<file path="config.mk">
export PLATFORM = sky130hd
export DESIGN_NAME = tenure_guard
export DESIGN_NICKNAME = d
export VERILOG_FILES = /design/src/rtl/tenure_pkg.sv /design/src/rtl/tenure_datapath.sv /design/src/rtl/tenure_control.sv /design/src/rtl/tenure_guard.sv
export SDC_FILE = /design/constraint.sdc
export NUM_CORES = 1
export LEC_CHECK = 0
export ABC_AREA = 1
export ABC_CLOCK_PERIOD_IN_PS = 1200
export BUFFER_PORTS_ARGS = -buffer_cell sky130_fd_sc_hd__buf_2
export CELL_PAD_IN_SITES_DETAIL_PLACEMENT = 0
export CELL_PAD_IN_SITES_GLOBAL_PLACEMENT = 1
export CORE_MARGIN = 2
export CORE_UTILIZATION = 23
export DETAILED_ROUTE_END_ITERATION = 7
export HOLD_SLACK_MARGIN = 0.06
export PLACE_DENSITY = 0.79
export SETUP_SLACK_MARGIN = 0.4
export SYNTH_ARGS = -nofsm -noshare
export SYNTH_HDL_FRONTEND = slang
export SYNTH_SLANG_ARGS = --single-unit
export TNS_END_PERCENT = 10
</file>
<file path="constraint.sdc">
create_clock -name clk -period 1.2 [get_ports clk]
set_input_delay 0.06 -clock clk [delete_from_list [all_inputs] [get_ports clk]]
set_output_delay 0.06 -clock clk [all_outputs]
set_load 0.01 [all_outputs]
</file>
<file path="src/rtl/tenure_pkg.sv">
package tenure_pkg;
  // Strobes from control to datapath
  typedef struct packed {
    logic load;
    logic dec;
  } ctrlStrobes_t;
endpackage

</file>
<file path="src/rtl/tenure_datapath.sv">
module tenure_datapath
  import tenure_pkg::*;
#(
  parameter int CNT_W = 8,
  parameter int AW    = 30,
  parameter int LOG_W = 3
) (
  input  logic             clk,
  input  logic             rstN,
  input  ctrlStrobes_t     strobes,
  input  logic [CNT_W-1:0] loadVal,
  input  logic [LOG_W-1:0] lineLog2,
  input  logic [AW-1:0]    nextAddr,
  output logic [CNT_W-1:0] count,
  output logic             expired,
  output logic             aligned
);
  localparam logic [AW-1:0] ONE = AW'(1);

  logic [AW-1:0] lineMask;

  always_ff @(posedge clk) begin
    if (!rstN)              count <= '0;
    else if (strobes.load)  count <= loadVal;
    else if (strobes.dec)   count <= count - CNT_W'(1);
  end

  assign expired = (count == '0);

  always_comb begin
    lineMask = (ONE << lineLog2) - ONE;
    aligned  = ((nextAddr & lineMask) == '0);
  end
endmodule

</file>
<file path="src/rtl/tenure_control.sv">
module tenure_control
  import tenure_pkg::*;
(
  input  logic         frameStart,
  input  logic         busOwned,
  input  logic         grantActive,
  input  logic         isWriteInval,
  input  logic         expired,
  input  logic         aligned,
  output ctrlStrobes_t strobes,
  output logic         endTenure
);
  logic preempt;

  always_comb begin
    strobes.load = frameStart;
    strobes.dec  = !frameStart && busOwned && !expired;
    preempt      = busOwned && expired && !grantActive;
    endTenure    = preempt && (!isWriteInval || aligned);
  end
endmodule

</file>
<file path="src/rtl/tenure_guard.sv">
module tenure_guard
  import tenure_pkg::*;
#(
  parameter int CNT_W = 8,
  parameter int AW    = 30,
  parameter int LOG_W = 3
) (
  input  logic             clk,
  input  logic             rstN,
  input  logic [CNT_W-1:0] latencyInit,
  input  logic [LOG_W-1:0] lineLog2,
  input  logic             frameStart,
  input  logic             busOwned,
  input  logic             grantActive,
  input  logic             isWriteInval,
  input  logic [AW-1:0]    nextAddr,
  output logic [CNT_W-1:0] timerNow,
  output logic             timerExpired,
  output logic             endTenure
);
  ctrlStrobes_t strobes;
  logic         alignedHit;

  tenure_datapath #(.CNT_W(CNT_W), .AW(AW), .LOG_W(LOG_W)) u_dp (
    .clk(clk), .rstN(rstN), .strobes(strobes), .loadVal(latencyInit),
    .lineLog2(lineLog2), .nextAddr(nextAddr), .count(timerNow),
    .expired(timerExpired), .aligned(alignedHit)
  );

  tenure_control u_ctl (
    .frameStart(frameStart), .busOwned(busOwned), .grantActive(grantActive),
    .isWriteInval(isWriteInval), .expired(timerExpired), .aligned(alignedHit),
    .strobes(strobes), .endTenure(endTenure)
  );
endmodule

</file>
---- Word level (Yosys, flattened, before mapping) ----
Cells that the tools add are included.
cells by class
  $add $sub $neg .......................... 2
  shift-type cells ........................ 1
  muxes and demuxes ....................... 2
  bitwise operators ....................... 1
  reduce and logical (&&, ||, !) cells .... 13
operator list
  operator                                             count
  AND 30 bit                                           1
  zero test 30 bit                                     1
  << shifter 1 x 3 -> 30 bit (first input constant)    1
  subtractor 30 x 1 -> 30 bit (second input constant)  1
  two-way mux 8 bit                                    2
  zero test 8 bit                                      1
  subtractor 8 x 1 -> 8 bit (second input constant)    1
  logical AND 1 bit                                    5
  zero test 1 bit                                      4
  nonzero test 2 bit                                   1
  logical OR 1 bit                                     1
word-level totals
  output and inout bits ................... 10
  input port bits ......................... 47
  register bits ........................... 8

---- Logic depth before layout (Yosys ltp) ----
Gate-level depths: netlist (run 1).
  depth after elaboration ................. 6
  depth in mapped cells ................... 11

---- Hierarchy ----
From an unflattened synthesis (run 1), not the netlist that was laid out.
second synthesis, totals
  cells, all modules ...................... 145
  area total of the unflattened synthesis .. 813.3 um2
modules (own cells, without submodules)
  module           cells an instance  instances  sequential area each (um2)  area an instance (um2)
  tenure_datapath  138                1          160.2                       773.2
  tenure_control   7                  1          0.0                         40.0

---- Worst setup path after synthesis (run 1) ----
Ideal clock, no wire load.
  path type ............................... input-to-output
  start ................................... in lineLog2[2]
  end ..................................... out endTenure
  data required time ...................... 1.140 ns
  arrival ................................. 1.270 ns
  slack ................................... -0.130 ns
  stages .................................. 11
  cell sequence ........................... buf_4 -> nand2_1 -> nor2_1 -> inv_1 -> ha_1 -> inv_1 -> nand2_1 -> nand4_1 -> nor3b_1 -> nand2_1 -> a21oi_1
between the ends
  word-level cells in the longest chain between the ends .. 6
RTL lines
  item                         RTL line               source
  start, declared              tenure_guard.sv:11     input logic [LOG_W-1:0] lineLog2,
  << shifter 1 x 3 -> 30 bit   tenure_datapath.sv:31  lineMask = (ONE << lineLog2) - ONE;
  subtractor 30 x 1 -> 30 bit  tenure_datapath.sv:31
  AND 30 bit                   tenure_datapath.sv:32  aligned = ((nextAddr & lineMask) == '0);
  zero test 30 bit             tenure_datapath.sv:32
  logical OR 1 bit             tenure_control.sv:19   endTenure = preempt && (!isWriteInval || aligned);
  logical AND 1 bit            tenure_control.sv:19
  end, declared                tenure_guard.sv:19     output logic endTenure
No other way between the ends.

---- Final worst setup path (run 1) ----
Same ends and word-level chain as after synthesis.

==> impl_metrics.tcl, run 1 <==
set metrics [dict create \
    status "finished, violations left" \
    violations "setup timing" \
    top_regs "u_dp.count: 8 flops" \
    grt_pass1_vias 1055 \
    syn-num-nets 188 \
    first_pass_iters 4 \
    io_pins 57 \
    yosysUniqueCellTypes 28 \
    worst_ep_required_time_ps 1140 \
    rsz0062_at_grt "true" \
    r2r_end "u_dp.count[4]$_SDFFE_PN0P_" \
    gp_congestion 0.768 \
    fin_nets 264 \
    synth.ff_latch_count 8 \
    ys_warn_count 0 \
    yosys-top-cells-area "nand2_1, dfxtp_1, nor2_1, inv_1, ha_1" \
    final_hold_viol_count 0 \
    yosysTopAreaCell "nand2_1" \
    grt_start_max_net_pins 9 \
    fin_worst_skew_ps 5.71 \
    path_class "primary input to output port" \
    yosysSeqAreaShare_pct 19.8 \
    antenna_left 0 \
    layout_common_cells "nand2_1, buf_2, buf_4" \
    grt_overflow 0 \
    fmax_mhz 727 \
    netlist_instances 137 \
    drive_gt1_share_pct 51.7 \
    drtIter0Drc 38 \
    die_w_um 63.3 \
    maxSlewViolCount 0 \
    layout_min_cycle_time_ps 1380 \
    grt_pass1_wl_mm 4.55 \
    worst_pin_slew_ps 246 \
    rrSetupSlack_ps -120 \
    fill_cells 376 \
    holdWs_ps 73.6 \
    yosysTopAreaCellShare_pct 20.4 \
    leakagePower_nw 0.756 \
    r2r_cells 8 \
    powerDensity_nw_per_um2 792 \
    cts_tree "done" \
    area_growth_pct 80.1 \
    grtUsageTotal_pct 13.7 \
    reg2reg_from "u_dp.count[5]$_SDFFE_PN0P_" \
    num_vias 1093 \
    whs_path_depth 3 \
    regMostFlops "u_dp.count" \
    layout_setup_ws_ps -175 \
    crit_path_end_kind "output port" \
    syn_avg_cell_area_um2 5.91 \
    clock-sinks 8 \
    place_ws_ps -353 \
    holdCritPathClass "primary input to flip-flop" \
    row_count 21 \
    cp.arrival_ps 1320 \
    path_max_fanout 3 \
    root_buffer "clkbuf_4" \
    cp-endpoint "endTenure" \
    startpoint_type "primary input" \
    netlist_area_um2 810 \
    ctsLongestPathBuffers 2 \
    drc 0 \
    cts_hold_buf 0 \
    fin_crit_sh_pct 115 \
    clk_latency_ps 260 \
    core_um2 3360 \
    stdcell_area_um2 1460 \
    ir_drop_mv 0.554 \
    met3_length_um 113 \
    antenna_found_initial 0 \
    cts_buffers 3 \
    finalSetupViolations 10 \
    drt-met1-wl_mm 1.10 \
    wl_per_cell_um 10.1 \
    io_buffers 47 \
    highest-signal-layer "met4" \
    diodes 0 \
    dp_hpwl_mm 1.96 \
    die_h_um 63.3 \
    wl_mm 2.59 \
    via_per_inst 4.25 \
    critPathLaunch "lineLog2[2]" \
    dpl_cell_area_um2 1270 \
    die_area_um2 4010 \
    largest_register_ffs 8 \
    relSlewSlack_pct 83.6 \
    start_util_pct 24.1 \
    max-cap-violations 0 \
    routed-wl-met2_mm 1.37 \
    cts-htree-levels 1 \
    path_clk_slew_ps 60 \
]
-- metal layers --
metal | vias up | GRT usage, %
met5 | - | 0
met4 | 0 | 3.26
met3 | 2 | 1.43
met2 | 31 | 26.2
met1 | 474 | 16.1
li1 | 586 | -
-- logic make-up after synthesis --
| family | Yosys count | synth area share, % |
|---|---|---|
| fa+ha+maj | 4 | 6.18 |
| xor+xnor | 4 | 4.33 |
| simple gates | 86 | 45.4 |
| compound gates | 17 | 13.6 |
| buf+inv | 18 | 10.7 |
| flops | 8 | 19.8 |
-- cells in the mapped netlist --
cell and instances:
o21ai_0 6, inv_1 14, a21boi_0 1, nand2_2 2, nand3_1 10, a21oi_1 3
inv_2 1, buf_4 1, ha_1 4, xor2_1 3, clkinv_4 1, a211oi_1 1
nor2_1 22, nor2_2 1, dfxtp_1 8, o21ai_4 1, nand2_1 44, nor3_1 1
nand2_4 1, a31oi_1 2, clkbuf_8 1, xnor2_1 1, o21bai_1 1, a21oi_2 1
nor3b_1 1, o21ai_1 1, nand4_1 2, nand3b_1 2
-- how the worst min path moves through the flow --
stage / start / endpoint
2_1_floorplan: rstN / u_dp.count[5]$_SDFFE_PN0P_
3_3_place_gp: latencyInit[2] / u_dp.count[2]$_SDFFE_PN0P_
3_5_place_dp: latencyInit[2] / u_dp.count[2]$_SDFFE_PN0P_
4_1_cts: latencyInit[2] / u_dp.count[2]$_SDFFE_PN0P_
5_1_grt: latencyInit[4] / u_dp.count[4]$_SDFFE_PN0P_
6_report: latencyInit[4] / u_dp.count[4]$_SDFFE_PN0P_
-- critical path, stage by stage --
cell and delay (ps):
buf_8 110, nor2_4 120, nand2_2 90, ha_4 270, inv_2 30, nand2_2 40
nand4_1 100, nor3b_2 180, nand2_1 90, a21oi_2 100, buf_2 140
-- per-stage QoR --
step	instances	utilization [%]	total power [mW]	setup TNS (ps)
2_1_floorplan	137	-	0.600	-298
3_3_place_gp	249	37.7	0.832	-818
3_5_place_dp	249	37.7	0.833	-982
4_1_cts	257	42.6	1.14	-1130
5_1_grt	257	43.3	1.26	-2110
6_report	257	43.3	1.15	-1080
-- cell type report --
| class | count | area [um^2] | share of cell area, % |
|---|---|---|---|
| Timing Repair Buffer | 73 | 489 | 33.6 |
| Inverter | 16 | 65.1 | 4.46 |
| Clock buffer | 3 | 22.5 | 1.55 |
| Sequential cell | 8 | 166 | 11.4 |
| Multi-Input combinational cell | 111 | 657 | 45.1 |
| Tap cell | 46 | 57.6 | 3.95 |
-- timing repair --
item	4_1_cts	5_1_grt
setup endpoints to repair	18	18
setup buffers	5	0
gates resized for setup	30	9
pin swaps	15	1
-- where the power goes --
group / internal, mW / total, mW / switching (mW)
Combinational: 0.323 / 0.617 / 0.294
Clock: 0.115 / 0.218 / 0.103
Sequential: 0.296 / 0.320 / 0.0239
Total: 0.734 / 1.15 / 0.421
No activity file was read; power rests on OpenSTA's default activity.
==> run 2: changes to the inputs <==
- ABC_AREA: 1 -> unset
- CORE_UTILIZATION: 23 -> 22
- PLACE_DENSITY: 0.79 -> 0.77
==> impl_metrics.tcl, run 2 <==
set metrics [dict create \
    fill_cells 333 \
    io_pins 57 \
    relSlewSlack_pct 78.0 \
    synth_most_common_cell "o21ai_0" \
    die_h_um 60.7 \
    final_cells 211 \
    ir_drop_mv 0.617 \
    drtIter0Drc 58 \
    drt-met1-wl_mm 1.02 \
    cts_setup_buffers 0 \
    top_regs "u_dp.count: 8 flops" \
    cts_buffers 3 \
    dp_cells 206 \
    routed-wl-met2_mm 1.28 \
    layout_setup_ws_ps -675 \
    final_hold_viol_count 0 \
    drc 0 \
    yosysTopAreaCellShare_pct 22.7 \
    startpoint_type "primary input" \
    yosysSeqAreaShare_pct 22.7 \
    status "finished, violations left" \
    critPathSlowestCell "or3_4" \
    highest-signal-layer "met4" \
    holdWs_ps 73.3 \
    drive_gt1_share_pct 59.9 \
    layout_common_cells "buf_2, buf_4, o21ai_0" \
    grt_overflow 0 \
    max-cap-violations 0 \
    path_max_fanout 2 \
    fin_crit_sh_pct 156 \
    netlist_instances 95 \
    layout_min_cycle_time_ps 1870 \
    wl_mm 2.43 \
    rsz0062_at_grt "true" \
    setup_tns_ps -1730 \
    synth_flop_cell "dfxtp_1" \
    core_um2 3050 \
    finalSetupViolations 10 \
    stdcell_area_um2 1310 \
    via_per_inst 4.67 \
    max_stage_delay_ps 400 \
    largest_register_ffs 8 \
    ctsLongestPathBuffers 2 \
    violations "setup timing" \
    wl_per_cell_um 11.5 \
    worst_ep_required_time_ps 1140 \
    row_count 20 \
    fin_worst_skew_ps 1.15 \
    first_pass_iters 4 \
    crit_chain "buf_6 -> or3_4 -> ha_4 -> inv_2 -> a222oi_1 -> and4_1 -> nand4_1 -> a211oi_2 -> buf_2" \
    num_vias 986 \
    worst_pin_slew_ps 330 \
    grtUsageTotal_pct 13.8 \
    diodes 0 \
    leakagePower_nw 0.630 \
    fmax_mhz 533 \
    die_w_um 60.7 \
    die_area_um2 3680 \
    async_flop_share_pct 0 \
    io_buffers 47 \
    antenna_left 0 \
    regMostFlops "u_dp.count" \
    cp.arrival_ps 1810 \
    yosys-top-cells-area "dfxtp_1, ha_1, o21ai_0, a21oi_1, inv_1" \
    syn_avg_cell_area_um2 7.44 \
    cts-htree-levels 1 \
    clock-sinks 8 \
    path_class "primary input to output port" \
    grt_pass1_wl_mm 3.93 \
    yosysUniqueCellTypes 35 \
    cts_tree "done" \
    synth-edff-count 0 \
    gp_congestion 0.900 \
    area_growth_pct 85.8 \
    final_common_cell "buf_2" \
    ys_warn_count 0 \
    start_util_pct 23.2 \
    path_clk_slew_ps 60 \
    antenna_found_initial 0 \
    maxSlewViolCount 0 \
    holdCritPathClass "primary input to flip-flop" \
    dp_hpwl_mm 1.89 \
    synth.ff_latch_count 8 \
    powerDensity_nw_per_um2 776 \
    crit_path_end_kind "output port" \
    grt_start_max_net_pins 12 \
    fin_nets 220 \
    met3_length_um 119 \
    grt_pass1_vias 997 \
    root_buffer "clkbuf_4" \
    yosysTopAreaCell "dfxtp_1" \
    synth_common_cells "o21ai_0, dfxtp_1, inv_1" \
    clk_latency_ps 260 \
    netlist_area_um2 707 \
    dpl_cell_area_um2 1150 \
    place_ws_ps -678 \
    syn-num-nets 146 \
]
## run 2: area by class of cell
cell class	count	area (um^2)	area share [%]
multi-input cells	77	596	45.3
repair buffers	70	443	33.7
flip-flops and latches	8	164	12.5
well taps	44	55.1	4.19
inverters	9	33.8	2.57
clock buffers	3	22.5	1.71
## run 2: where the power goes
part,switching [mW],total (mW),internal (mW)
Combinational,0.228,0.495,0.267
Clock,0.0984,0.213,0.115
Sequential,0.0205,0.312,0.291
Total,0.347,1.02,0.673
## run 2: timing repair
| item | 4_1_cts | 5_1_grt |
|---|---|---|
| cloned | 0 | 0 |
| endpoints found under the hold margin | 2 | 0 |
| pin swaps | 5 | 1 |
| hold buffers | 2 | 0 |
| endpoints found under the setup margin | 18 | 18 |
| resized for setup | 16 | 15 |
## run 2: per-layer routing
layer  global-route usage (%)  vias to the layer above
li1                         -                      504
met1                     16.1                      452
met2                     24.0                       28
met3                     1.92                        2
met4                     8.07                        0
met5                        0                        -
## run 2: path summary, 6_finish.rpt
path | slack (ps) | depth (start not counted) | end | start
setup / recovery | -670 | 9 | endTenure | lineLog2[0]
hold / removal | 70 | 3 | u_dp.count[2]$_SDFFE_PN0P_ | latencyInit[2]
setup reg to reg | -170 | 6 | u_dp.count[3]$_SDFFE_PN0P_ | u_dp.count[0]$_SDFFE_PN0P_
hold reg to reg | 640 | 3 | u_dp.count[4]$_SDFFE_PN0P_ | u_dp.count[4]$_SDFFE_PN0P_
## run 2: logic make-up after synthesis
family                   Yosys count  synth area share, %
AND/OR/NAND/NOR                   37                 29.4
buffers and inverters             10                 5.31
multiplexers                       1                 1.59
flip-flops                         8                 22.7
XOR/XNOR                           3                 3.72
AO/OA/AOI/OAI                     32                 30.3
adder cells (fa/ha/maj)            4                 7.08
## run 2: through the flow
step	util, %	power [mW]
after floorplan	-	0.503
after global placement	37.7	0.726
after detailed placement	37.7	0.734
after CTS	41.1	0.993
after global routing	43.0	1.09
final	43.0	1.02
## run 2: worst max-delay path: cells and delay by family
kind | cells | cell delay [ps]
simple gates | 3 | 720
compound gates | 2 | 490
buf+inv | 3 | 270
fa+ha+maj | 1 | 270
==> run 3: changes to the inputs <==
- CELL_PAD_IN_SITES_DETAIL_PLACEMENT: 0 -> 1
- CELL_PAD_IN_SITES_GLOBAL_PLACEMENT: 1 -> 2
- CORE_UTILIZATION: 22 -> 16
- PLACE_DENSITY: 0.77 -> 0.79
==> impl_metrics.tcl, run 3 (synthesized netlist as in run 2, its figures left out) <==
set metrics [dict create \
    status "finished, violations left" \
    violations "setup timing" \
    grt_overflow 0 \
    worst_ep_required_time_ps 1140 \
    worst_pin_slew_ps 315 \
    place_ws_ps -717 \
    io_buffers 47 \
    die_area_um2 4970 \
    antenna_found_initial 0 \
    die_w_um 70.5 \
    cts_setup_buffers 0 \
    relSlewSlack_pct 78.9 \
    fmax_mhz 534 \
    regMostFlops "u_dp.count" \
    dp_hpwl_mm 2.30 \
    cp.arrival_ps 1810 \
    fin_crit_sh_pct 156 \
    area_growth_pct 85.3 \
    final_util_pct 30.5 \
    grt_pass1_vias 1002 \
    path_max_fanout 2 \
    row_count 24 \
    drc 0 \
    final_hold_viol_count 0 \
    leakagePower_nw 0.627 \
    start_util_pct 16.5 \
    root_buffer "clkbuf_8" \
    layout_setup_ws_ps -672 \
    grt_pass1_wl_mm 4.62 \
    powerDensity_nw_per_um2 863 \
    wl_mm 2.88 \
    die_h_um 70.5 \
    io_pins 57 \
    final_cells 217 \
    layout_min_cycle_time_ps 1870 \
    grt_start_max_net_pins 12 \
    via_per_inst 4.55 \
    diodes 0 \
    core_um2 4290 \
    maxSlewViolCount 0 \
    wl_per_cell_um 13.3 \
    first_pass_iters 4 \
    cts-htree-levels 1 \
    ctsLongestPathBuffers 2 \
    clk_latency_ps 230 \
    clock-sinks 8 \
    fin_worst_skew_ps 1.27 \
    startpoint_type "primary input" \
    finalSetupViolations 10 \
    grtUsageTotal_pct 11.8 \
    rsz0062_at_grt "true" \
    total_power_mw 1.13 \
    ir_drop_mv 0.370 \
    path_clk_slew_ps 40 \
    path_class "primary input to output port" \
    drtIter0Drc 40 \
    final_common_cell "buf_2" \
    fill_cells 547 \
    crit_path_end_kind "output port" \
    dp_cells 213 \
    antenna_left 0 \
    layout_common_cells "buf_2, buf_4, o21ai_0" \
    max-cap-violations 0 \
    drive_gt1_share_pct 57.6 \
    gp_congestion 0.849 \
    cts_buffers 3 \
    cts_tree "done" \
    top_regs "u_dp.count: 8 flops" \
    num_vias 987 \
    largest_register_ffs 8 \
    fin_nets 218 \
    holdCritPathClass "primary input to flip-flop" \
]
[run 3: cell types whose count changed in the layout (fill, tap and decap cells not counted)]
cell,previous run,this run
o31ai_2,1,0
nand2_1,4,5
a21oi_2,1,0
o31ai_1,1,2
buf_6,6,5
nor2_1,4,5
a21oi_1,6,7
nor2_2,3,2
dlygate4sd3_1,2,1
nand2_2,3,2
clkbuf_4,3,0
clkbuf_8,0,3
buf_4,18,19
buf_2,44,43
[run 3: cell type report]
class / count / area, um^2 / share of cell area (%)
Clock buffer: 3 / 41.3 / 3.15
Inverter: 9 / 33.8 / 2.58
Multi-Input combinational cell: 77 / 582 / 44.4
Sequential cell: 8 / 164 / 12.5
Tap cell: 52 / 65.1 / 4.97
Timing Repair Buffer: 68 / 424 / 32.4
[run 3: worst paths after layout]
path,from,end,slack (ps),cells past startpoint
setup / recovery,lineLog2[0],endTenure,-670,9
hold / removal,latencyInit[1],u_dp.count[1]$_SDFFE_PN0P_,70,3
setup reg to reg,u_dp.count[4]$_SDFFE_PN0P_,u_dp.count[7]$_SDFFE_PN0P_,-160,4
hold reg to reg,u_dp.count[7]$_SDFFE_PN0P_,u_dp.count[7]$_SDFFE_PN0P_,640,3
[run 3: per-layer routing]
layer | wire [um] | up-vias | part of all wire [%] | track usage, %
met5 | 0 | - | 0 | 0
met4 | 15 | 0 | 0.52 | 3.21
met3 | 191 | 2 | 6.6 | 2.16
met2 | 1430 | 39 | 50 | 21.5
met1 | 1250 | 448 | 43 | 13.9
li1 | - | 498 | - | -
[run 3: worst max-delay path: stages]
cell and delay [ps]:
buf_6 90, or3_4 390, ha_4 280, inv_2 30
a222oi_1 310, and4_1 230, nand4_1 90, a211oi_2 180
buf_2 150
[run 3: report_power, final]
| part | total (mW) | switching [mW] | internal, mW |
|---|---|---|---|
| logic | 0.486 | 0.232 | 0.254 |
| registers | 0.311 | 0.0186 | 0.292 |
| clock network | 0.334 | 0.116 | 0.218 |
| total | 1.13 | 0.366 | 0.765 |
[run 3: metrics by stage]
stage	cell area, um^2	hold WS [ps]	setup TNS, ps
finish	1310	73.2	-1710
global route	1310	71.1	-2550
CTS	1290	73.6	-1970
detailed placement	1150	294	-2800
global placement	1150	291	-2460
floorplan	707	185	-1770
[run 3: repair_timing]
action | CTS | global route
hold buffers | 1 | 0
gates resized for setup | 19 | 8
setup endpoints to repair | 18 | 18
hold endpoints to repair | 1 | 0
pin swaps | 6 | 0
